**config.mk**
```make
export PLATFORM = sky130hd
export DESIGN_NAME = acc_seq_core
export DESIGN_NICKNAME = d
export VERILOG_FILES = /design/src/rtl/acc_seq_pkg.sv /design/src/rtl/acc_seq_fsm.sv /design/src/rtl/acc_seq_dp.sv /design/src/rtl/acc_seq_io.sv /design/src/rtl/acc_seq_core.sv
export SDC_FILE = /design/constraint.sdc
export NUM_CORES = 1
export LEC_CHECK = 0
export BUFFER_PORTS_ARGS = -buffer_cell sky130_fd_sc_hd__buf_4
export CORE_UTILIZATION = 60
export DETAILED_ROUTE_END_ITERATION = 6
export PLACE_DENSITY = 0.83
export SYNTH_ARGS = -nofsm -noshare
export SYNTH_HDL_FRONTEND = slang
export SYNTH_SLANG_ARGS = --single-unit
```
**constraint.sdc**
```tcl
create_clock -name clk -period 3.4 [get_ports clk]
set_clock_uncertainty 0.15 [all_clocks]
set_input_delay 1.02 -clock clk [delete_from_list [all_inputs] [get_ports clk]]
set_output_delay 1.02 -clock clk [all_outputs]
set_load 0.005 [all_outputs]
```
**src/rtl/acc_seq_pkg.sv**
```systemverilog
// Shared widths, controller states, operation codes and register/IO action bit
// positions. Assumes WORD_W == 1 + OPC_W + ADDR_W (indirect flag, opcode, address).
package acc_seq_pkg;
    parameter int WORD_W = 16;
    parameter int ADDR_W = 12;
    parameter int IO_W   = 8;
    localparam int OPC_W   = 3;
    localparam int OPC_LSB = ADDR_W;
    localparam int IND_BIT = ADDR_W + OPC_W;

    typedef enum logic [3:0] {
        ST_F0, ST_F1, ST_F2, ST_DEC, ST_IW, ST_IND, ST_XW,
        ST_EX, ST_EX2, ST_CHK, ST_INT0, ST_INT1, ST_HALT
    } state_t;

    typedef enum logic [OPC_W-1:0] {
        OP_AND = 3'd0, OP_ADD = 3'd1, OP_LDA = 3'd2, OP_STA = 3'd3,
        OP_BUN = 3'd4, OP_BSA = 3'd5, OP_ISZ = 3'd6, OP_REG = 3'd7
    } opc_t;

    localparam int SB_HLT = 0;
    localparam int SB_IOF = 1;
    localparam int SB_ION = 2;
    localparam int SB_OUT = 3;
    localparam int SB_INP = 4;
    localparam int SB_SKI = 5;
    localparam int SB_SZE = 6;
    localparam int SB_SZA = 7;
    localparam int SB_INC = 8;
    localparam int SB_CMA = 9;
    localparam int SB_CLE = 10;
    localparam int SB_CLA = 11;
endpackage

```
**src/rtl/acc_seq_fsm.sv**
```systemverilog
// Timing-state controller: fetch (3 states), decode, optional indirect pass,
// execute, interrupt check, interrupt entry, halt.
// Assumes memory read data is valid one clock after the address register changes.
module acc_seq_fsm
    import acc_seq_pkg::*;
(
    input  logic   clk,
    input  logic   rst_n,
    input  logic   ir_ind,
    input  opc_t   ir_opc,
    input  logic   hlt_sel,
    input  logic   int_req,
    output state_t state
);
    state_t nxt;

    // Next-state selection from the current state and the decoded instruction.
    always_comb begin
        nxt = state;
        case (state)
            ST_F0:   nxt = ST_F1;
            ST_F1:   nxt = ST_F2;
            ST_F2:   nxt = ST_DEC;
            ST_DEC: begin
                if (ir_opc == OP_REG) nxt = hlt_sel ? ST_HALT : ST_CHK;
                else if (ir_ind)      nxt = ST_IW;
                else                  nxt = ST_XW;
            end
            ST_IW:   nxt = ST_IND;
            ST_IND:  nxt = ST_XW;
            ST_XW:   nxt = ST_EX;
            ST_EX:   nxt = (ir_opc == OP_ISZ) ? ST_EX2 : ST_CHK;
            ST_EX2:  nxt = ST_CHK;
            ST_CHK:  nxt = int_req ? ST_INT0 : ST_F0;
            ST_INT0: nxt = ST_INT1;
            ST_INT1: nxt = ST_F0;
            ST_HALT: nxt = ST_HALT;
            default: nxt = ST_F0;
        endcase
    end

    // State register with synchronous reset to the fetch start.
    always_ff @(posedge clk) begin
        if (!rst_n) state <= ST_F0;
        else        state <= nxt;
    end

    AST_IND_NEEDS_FLAG: assert property (@(posedge clk) disable iff (!rst_n)
        (state == ST_IND) |-> ir_ind);
    AST_HALT_STICKS: assert property (@(posedge clk) disable iff (!rst_n)
        (state == ST_HALT) |=> (state == ST_HALT));
endmodule

```
**src/rtl/acc_seq_dp.sv**
```systemverilog
// Register file and transfers: PC, address, instruction, data, temporary,
// accumulator and carry. Drives the memory port from the address register.
// Assumes sub_sel is one-hot or zero and only nonzero during a register/IO decode.
module acc_seq_dp
    import acc_seq_pkg::*;
(
    input  logic              clk,
    input  logic              rst_n,
    input  state_t            state,
    input  logic [WORD_W-1:0] rdata,
    input  logic [ADDR_W-1:0] sub_sel,
    input  logic [IO_W-1:0]   in_reg,
    input  logic              in_flag,
    output logic [ADDR_W-1:0] mem_addr,
    output logic              mem_wr,
    output logic [WORD_W-1:0] mem_wdata,
    output logic [WORD_W-1:0] ir,
    output logic [IO_W-1:0]   ac_lo
);
    localparam int PAD_W = WORD_W - ADDR_W;

    logic [ADDR_W-1:0] pc, ar;
    logic [WORD_W-1:0] dr, ac, tr;
    logic              e;
    logic [WORD_W:0]   sum;
    logic              reg_go, skip;
    opc_t              opc;

    assign opc      = opc_t'(ir[IND_BIT-1:OPC_LSB]);
    assign reg_go   = (state == ST_DEC) && (opc == OP_REG);
    assign sum      = {1'b0, ac} + {1'b0, rdata};
    assign mem_addr = ar;
    assign ac_lo    = ac[IO_W-1:0];

    // Skip condition for the register/IO skip actions.
    always_comb begin
        skip = reg_go && ((sub_sel[SB_SZA] && (ac == '0)) ||
                          (sub_sel[SB_SZE] && !e) ||
                          (sub_sel[SB_SKI] && in_flag));
    end

    // Program counter, address, instruction and temporary register transfers.
    always_ff @(posedge clk) begin
        if (!rst_n) begin
            pc <= '0; ar <= '0; ir <= '0; tr <= '0;
        end else begin
            case (state)
                ST_F0:   ar <= pc;
                ST_F2:   begin ir <= rdata; pc <= pc + ADDR_W'(1); end
                ST_DEC:  begin
                    if (!reg_go)   ar <= ir[ADDR_W-1:0];
                    else if (skip) pc <= pc + ADDR_W'(1);
                end
                ST_IND:  ar <= rdata[ADDR_W-1:0];
                ST_EX: begin
                    if (opc == OP_BUN)      pc <= ar;
                    else if (opc == OP_BSA) pc <= ar + ADDR_W'(1);
                end
                ST_EX2:  if (dr == '0) pc <= pc + ADDR_W'(1);
                ST_INT0: begin ar <= '0; tr <= {{PAD_W{1'b0}}, pc}; end
                ST_INT1: pc <= ADDR_W'(1);
                default: ;
            endcase
        end
    end

    // Accumulator, carry and data register updates.
    always_ff @(posedge clk) begin
        if (!rst_n) begin
            ac <= '0; e <= 1'b0; dr <= '0;
        end else if (reg_go) begin
            if (sub_sel[SB_CLA]) ac <= '0;
            if (sub_sel[SB_CLE]) e  <= 1'b0;
            if (sub_sel[SB_CMA]) ac <= ~ac;
            if (sub_sel[SB_INC]) ac <= ac + WORD_W'(1);
            if (sub_sel[SB_INP]) ac[IO_W-1:0] <= in_reg;
        end else if (state == ST_EX) begin
            case (opc)
                OP_AND:  ac <= ac & rdata;
                OP_ADD:  {e, ac} <= sum;
                OP_LDA:  ac <= rdata;
                OP_ISZ:  dr <= rdata + WORD_W'(1);
                default: ;
            endcase
        end
    end

    // Memory write strobe and write-data selection.
    always_comb begin
        mem_wr    = 1'b0;
        mem_wdata = ac;
        case (state)
            ST_EX: begin
                if (opc == OP_STA) mem_wr = 1'b1;
                else if (opc == OP_BSA) begin
                    mem_wr    = 1'b1;
                    mem_wdata = {{PAD_W{1'b0}}, pc};
                end
            end
            ST_EX2:  begin mem_wr = 1'b1; mem_wdata = dr; end
            ST_INT1: begin mem_wr = 1'b1; mem_wdata = tr; end
            default: ;
        endcase
    end

    AST_PC_STEP: assert property (@(posedge clk) disable iff (!rst_n)
        ($past(state) == ST_F2) |-> (pc == $past(pc) + ADDR_W'(1)));
    AST_IR_HOLD: assert property (@(posedge clk) disable iff (!rst_n)
        ($past(state) != ST_F2) |-> $stable(ir));
    AST_HALT_FREEZE: assert property (@(posedge clk) disable iff (!rst_n)
        ((state == ST_HALT) && ($past(state) == ST_HALT)) |->
        ($stable(ac) && $stable(pc) && $stable(ar)));
    AST_VEC_SAVE: assert property (@(posedge clk) disable iff (!rst_n)
        (state == ST_INT1) |-> (mem_wr && (mem_addr == '0)));
endmodule

```
**src/rtl/acc_seq_io.sv**
```systemverilog
// Input/output holding registers, their flags, and the interrupt enable.
// Assumes external pulses last one clock; all updates are frozen while halted.
module acc_seq_io
    import acc_seq_pkg::*;
(
    input  logic            clk,
    input  logic            rst_n,
    input  logic            halted,
    input  logic [IO_W-1:0] in_data,
    input  logic            in_load,
    input  logic            out_done,
    input  logic            do_inp,
    input  logic            do_out,
    input  logic            do_ion,
    input  logic            do_iof,
    input  logic            int_ack,
    input  logic [IO_W-1:0] ac_lo,
    output logic [IO_W-1:0] in_reg,
    output logic            in_flag,
    output logic [IO_W-1:0] out_reg,
    output logic            out_flag,
    output logic            ien,
    output logic            int_req
);
    assign int_req = ien && (in_flag || out_flag);

    // Flag, holding register and enable updates; new input and OUT take precedence.
    always_ff @(posedge clk) begin
        if (!rst_n) begin
            in_reg <= '0; in_flag <= 1'b0;
            out_reg <= '0; out_flag <= 1'b1;
            ien <= 1'b0;
        end else if (!halted) begin
            if (in_load) begin
                in_reg  <= in_data;
                in_flag <= 1'b1;
            end else if (do_inp) begin
                in_flag <= 1'b0;
            end
            if (do_out) begin
                out_reg  <= ac_lo;
                out_flag <= 1'b0;
            end else if (out_done) begin
                out_flag <= 1'b1;
            end
            if (int_ack)     ien <= 1'b0;
            else if (do_ion) ien <= 1'b1;
            else if (do_iof) ien <= 1'b0;
        end
    end

    AST_IEN_DROP: assert property (@(posedge clk) disable iff (!rst_n)
        $past(int_ack) |-> !ien);
    AST_OUT_LATCH: assert property (@(posedge clk) disable iff (!rst_n)
        $past(do_out) |-> ((out_reg == $past(ac_lo)) && !out_flag));
endmodule

```
**src/rtl/acc_seq_core.sv**
```systemverilog
// Top of the accumulator processor: wires controller, datapath and I/O, and
// decodes the register/IO action (highest set address bit wins).
// Assumes a synchronous memory returning M[mem_addr] one clock after it is presented.
module acc_seq_core
    import acc_seq_pkg::*;
(
    input  logic              clk,
    input  logic              rst_n,
    output logic [ADDR_W-1:0] mem_addr,
    output logic              mem_wr,
    output logic [WORD_W-1:0] mem_wdata,
    input  logic [WORD_W-1:0] mem_rdata,
    input  logic [IO_W-1:0]   in_data,
    input  logic              in_load,
    output logic              in_flag,
    output logic [IO_W-1:0]   out_data,
    input  logic              out_done,
    output logic              out_flag,
    output logic              int_en,
    output logic              halted
);
    state_t            state;
    logic [WORD_W-1:0] ir;
    logic [ADDR_W-1:0] sub_sel, sub_go;
    logic [IO_W-1:0]   in_reg, ac_lo;
    logic              int_req, reg_go;
    opc_t              opc;

    assign opc    = opc_t'(ir[IND_BIT-1:OPC_LSB]);
    assign reg_go = (state == ST_DEC) && (opc == OP_REG);
    assign sub_go = reg_go ? sub_sel : '0;
    assign halted = (state == ST_HALT);

    // Priority pick of the highest set address bit as the register/IO action.
    always_comb begin
        sub_sel = '0;
        for (int b = 0; b < ADDR_W; b++) begin
            if (ir[b]) sub_sel = ADDR_W'(1) << b;
        end
    end

    acc_seq_fsm u_fsm (
        .clk     (clk),
        .rst_n   (rst_n),
        .ir_ind  (ir[IND_BIT]),
        .ir_opc  (opc),
        .hlt_sel (sub_sel[SB_HLT]),
        .int_req (int_req),
        .state   (state)
    );

    acc_seq_dp u_dp (
        .clk       (clk),
        .rst_n     (rst_n),
        .state     (state),
        .rdata     (mem_rdata),
        .sub_sel   (sub_go),
        .in_reg    (in_reg),
        .in_flag   (in_flag),
        .mem_addr  (mem_addr),
        .mem_wr    (mem_wr),
        .mem_wdata (mem_wdata),
        .ir        (ir),
        .ac_lo     (ac_lo)
    );

    acc_seq_io u_io (
        .clk      (clk),
        .rst_n    (rst_n),
        .halted   (halted),
        .in_data  (in_data),
        .in_load  (in_load),
        .out_done (out_done),
        .do_inp   (sub_go[SB_INP]),
        .do_out   (sub_go[SB_OUT]),
        .do_ion   (sub_go[SB_ION]),
        .do_iof   (sub_go[SB_IOF]),
        .int_ack  (state == ST_INT1),
        .ac_lo    (ac_lo),
        .in_reg   (in_reg),
        .in_flag  (in_flag),
        .out_reg  (out_data),
        .out_flag (out_flag),
        .ien      (int_en),
        .int_req  (int_req)
    );

    AST_WR_NOT_HALTED: assert property (@(posedge clk) disable iff (!rst_n)
        halted |-> !mem_wr);
endmodule

```
==> metrics.cfg <==
[worst_setup_path]
worstPathRequired_ns = 2.23
worst-setup-path-type = reg -> out
worstSetupStartpointType = flop
reg2reg_slack_ns = 0.31
cp.arrival_ns = 2.15
crit_fanout = 16
cp-end-kind = primary output

[final_layout]
diodes = 0
fin_nets = 1080
area_growth_pct = 13.1
fin_area_um2 = 8440
final_util_pct = 70.0
nFillCells = 987
reg_top3 = u_dp.ac: 16 flops, u_dp.dr: 16 flops, u_dp.ir: 16 flops
layout-drive-gt1-share_pct = 14.6

[pwr]
power.total_mw = 3.00
powerDensity_nw_per_um2 = 355
leakage_nw = 3.10
peakVddDrop_mv = 0.254

[clock_tree]
htreeDepth = 3
clk_latency_ns = 0.37
path_clk_slew_ns = 0.07
cts_tree = built
cts_sinks = 108
postCtsSetupBuffers = 0
cts-root-buf = clkbuf_16
cts.path.max_buffers = 2
cts_inserted_buffers = 9

[min_path]
hold_class = reg -> reg

[synth]
synthTopCellsByCount = nand2_1 (169), dfxtp_1 (108), a21oi_1 (91)
synth_area_leaders = dfxtp_1 (29%), nand2_1 (8.5%), a21oi_1 (6.1%)
ys_types = 77
syn_avg_cell_area_um2 = 7.50
ys_warn_count = 0
post-synth-top-count-cell = nand2_1
synth_top_cell_by_area = dfxtp_1
synth-edff-count = 0
yosysTopAreaCellShare_pct = 29.0
syn-num-nets = 1046
synthArstFlopShare_pct = 0
synth_cells = 996
netlist_area_um2 = 7470
ys_ff_latch = 108
ys.flop_type = dfxtp_1
seq_area_frac_synth_pct = 29.0

[die]
dieWidth_um = 114
start_util_pct = 61.9
die_y_um = 114
die_area_um2 = 12900
io_pins = 69
core.rowCount = 40
design.core.area_um2 = 12100

[detailed_routing]
drt_wl_total_mm = 25.4
viasPerCell = 6.93
drc_errors = 10
routed-via-count = 8335
wl_per_cell_um = 21.1
drtIter0Drc = 1239
ant_nets = 0
drt_pass1_iterations = 7

[global_route]
grt_max_degree = 32
grt_util_all_layers_pct = 39.5
antenna_found_initial = 0
grt_pass1_vias = 7490
grt_pass1_wl_mm = 39.8
overflow = 0

[placement]
dpl-instance-area_um2 = 8130
port_buffers = 68
dp_hpwl_mm = 17.7
gp_congestion = 0.992

[sta]
setup_viol = 0
period_share_pct = 97.7
finalHoldViolations = 0
max_freq_mhz = 301
slew_viol_final = 0
fin_crit_ns = 3.32
tns_ns = 0
slew_headroom_pct = 8.96
tightest_slew_ns = 1.36

[run_status]
violations = design-rule violations
status = finished with violations

[job]
drv_cap = 0

[through the flow]
stage / setup slack [ns] / hold slack [ns] / cells
CTS: 0.132 / 0.307 / 1203
detailed placement: 0.0199 / 0.298 / 1187
global placement: 0.112 / 0.292 / 1187
finish: 0.0782 / 0.311 / 1203
global route: -0.0145 / 0.337 / 1203
floorplan: 0.404 / 0.281 / 996
[cells by family after synthesis]
family / synth area share [%]
AND/OR/NAND/NOR: 26.8
AO/OA/AOI/OAI: 28.6
flip-flops: 29.0
buffers and inverters: 5.63
XOR/XNOR: 3.87
adder cells (fa/ha/maj): 3.92
multiplexers: 2.21
[layout make-up]
| class | count | area, um2 | area share (%) |
|---|---|---|---|
| tap | 168 | 210 | 2.49 |
| clock inverter | 6 | 70.1 | 0.830 |
| clock buffer | 10 | 239 | 2.83 |
| sequential | 108 | 2170 | 25.6 |
| timing repair buffer | 106 | 796 | 9.42 |
| inverter | 16 | 60.1 | 0.711 |
| multi-input combinational | 789 | 4900 | 58.1 |
[path summary, 6_finish.rpt]
| kind | start | end | cells after the start |
|---|---|---|---|
| hold reg to reg | u_dp.tr[7] | u_dp.tr[7] | 2 |
| setup / recovery | u_fsm.state[0] | mem_wdata[12] | 6 |
| hold / removal | u_dp.tr[7] | u_dp.tr[7] | 2 |
| setup reg to reg | u_fsm.state[0] | u_dp.mem_addr[9] | 7 |
[critical path, stage by stage (launching register included)]
cell and delay [ns]:
dfxtp_1 0.47, buf_4 0.22, nand4b_4 0.23, o22ai_1 0.24, buf_4 0.25, a22o_1 0.23
buf_4 0.14
[routing by layer]
metal	up-vias	share of wire (%)	track usage, %
met4	0	5.2	19.3
met1	3829	38	50.4
met3	127	13	10.1
met2	604	44	62.1
met5	-	0	0
li1	3775	-	-
[where the power goes]
group          leakage (nW)  internal (mW)  total, mW  switching [mW]
logic                  2.07          0.189      0.494           0.305
clock network         0.154          0.600       1.13           0.530
registers             0.877           1.31       1.38          0.0693
total                  3.10           2.10       3.00           0.904
[what timing repair did]
action | in CTS | in global routing
setup endpoints to repair | 5 | 3
hold buffers | 0 | 0
pin swaps | 0 | 1
gates resized for setup | 2 | 2
[layout by cell type (no fill, tap or decap), types with 8 or more instances in the layout]
master | synthesis | layout
nand2_1 | 169 | 168
a211oi_1 | 41 | 41
a222oi_1 | 25 | 25
nor4_1 | 11 | 10
nor3b_1 | 11 | 11
nor3_1 | 20 | 20
and3_1 | 12 | 12
a21o_1 | 8 | 8
dfxtp_1 | 108 | 107
nor2_1 | 82 | 81
nand4_1 | 10 | 10
a31oi_1 | 10 | 10
xnor2_1 | 17 | 17
mux2i_1 | 12 | 12
nand3_1 | 42 | 42
a21oi_1 | 91 | 91
xor2_1 | 16 | 16
inv_1 | 15 | 15
ha_1 | 21 | 21
and4_1 | 8 | 8
o21ai_0 | 38 | 38
clkbuf_16 | 0 | 9
buf_4 | 4 | 106
Note: power is estimated with default switching activity, not from simulation.
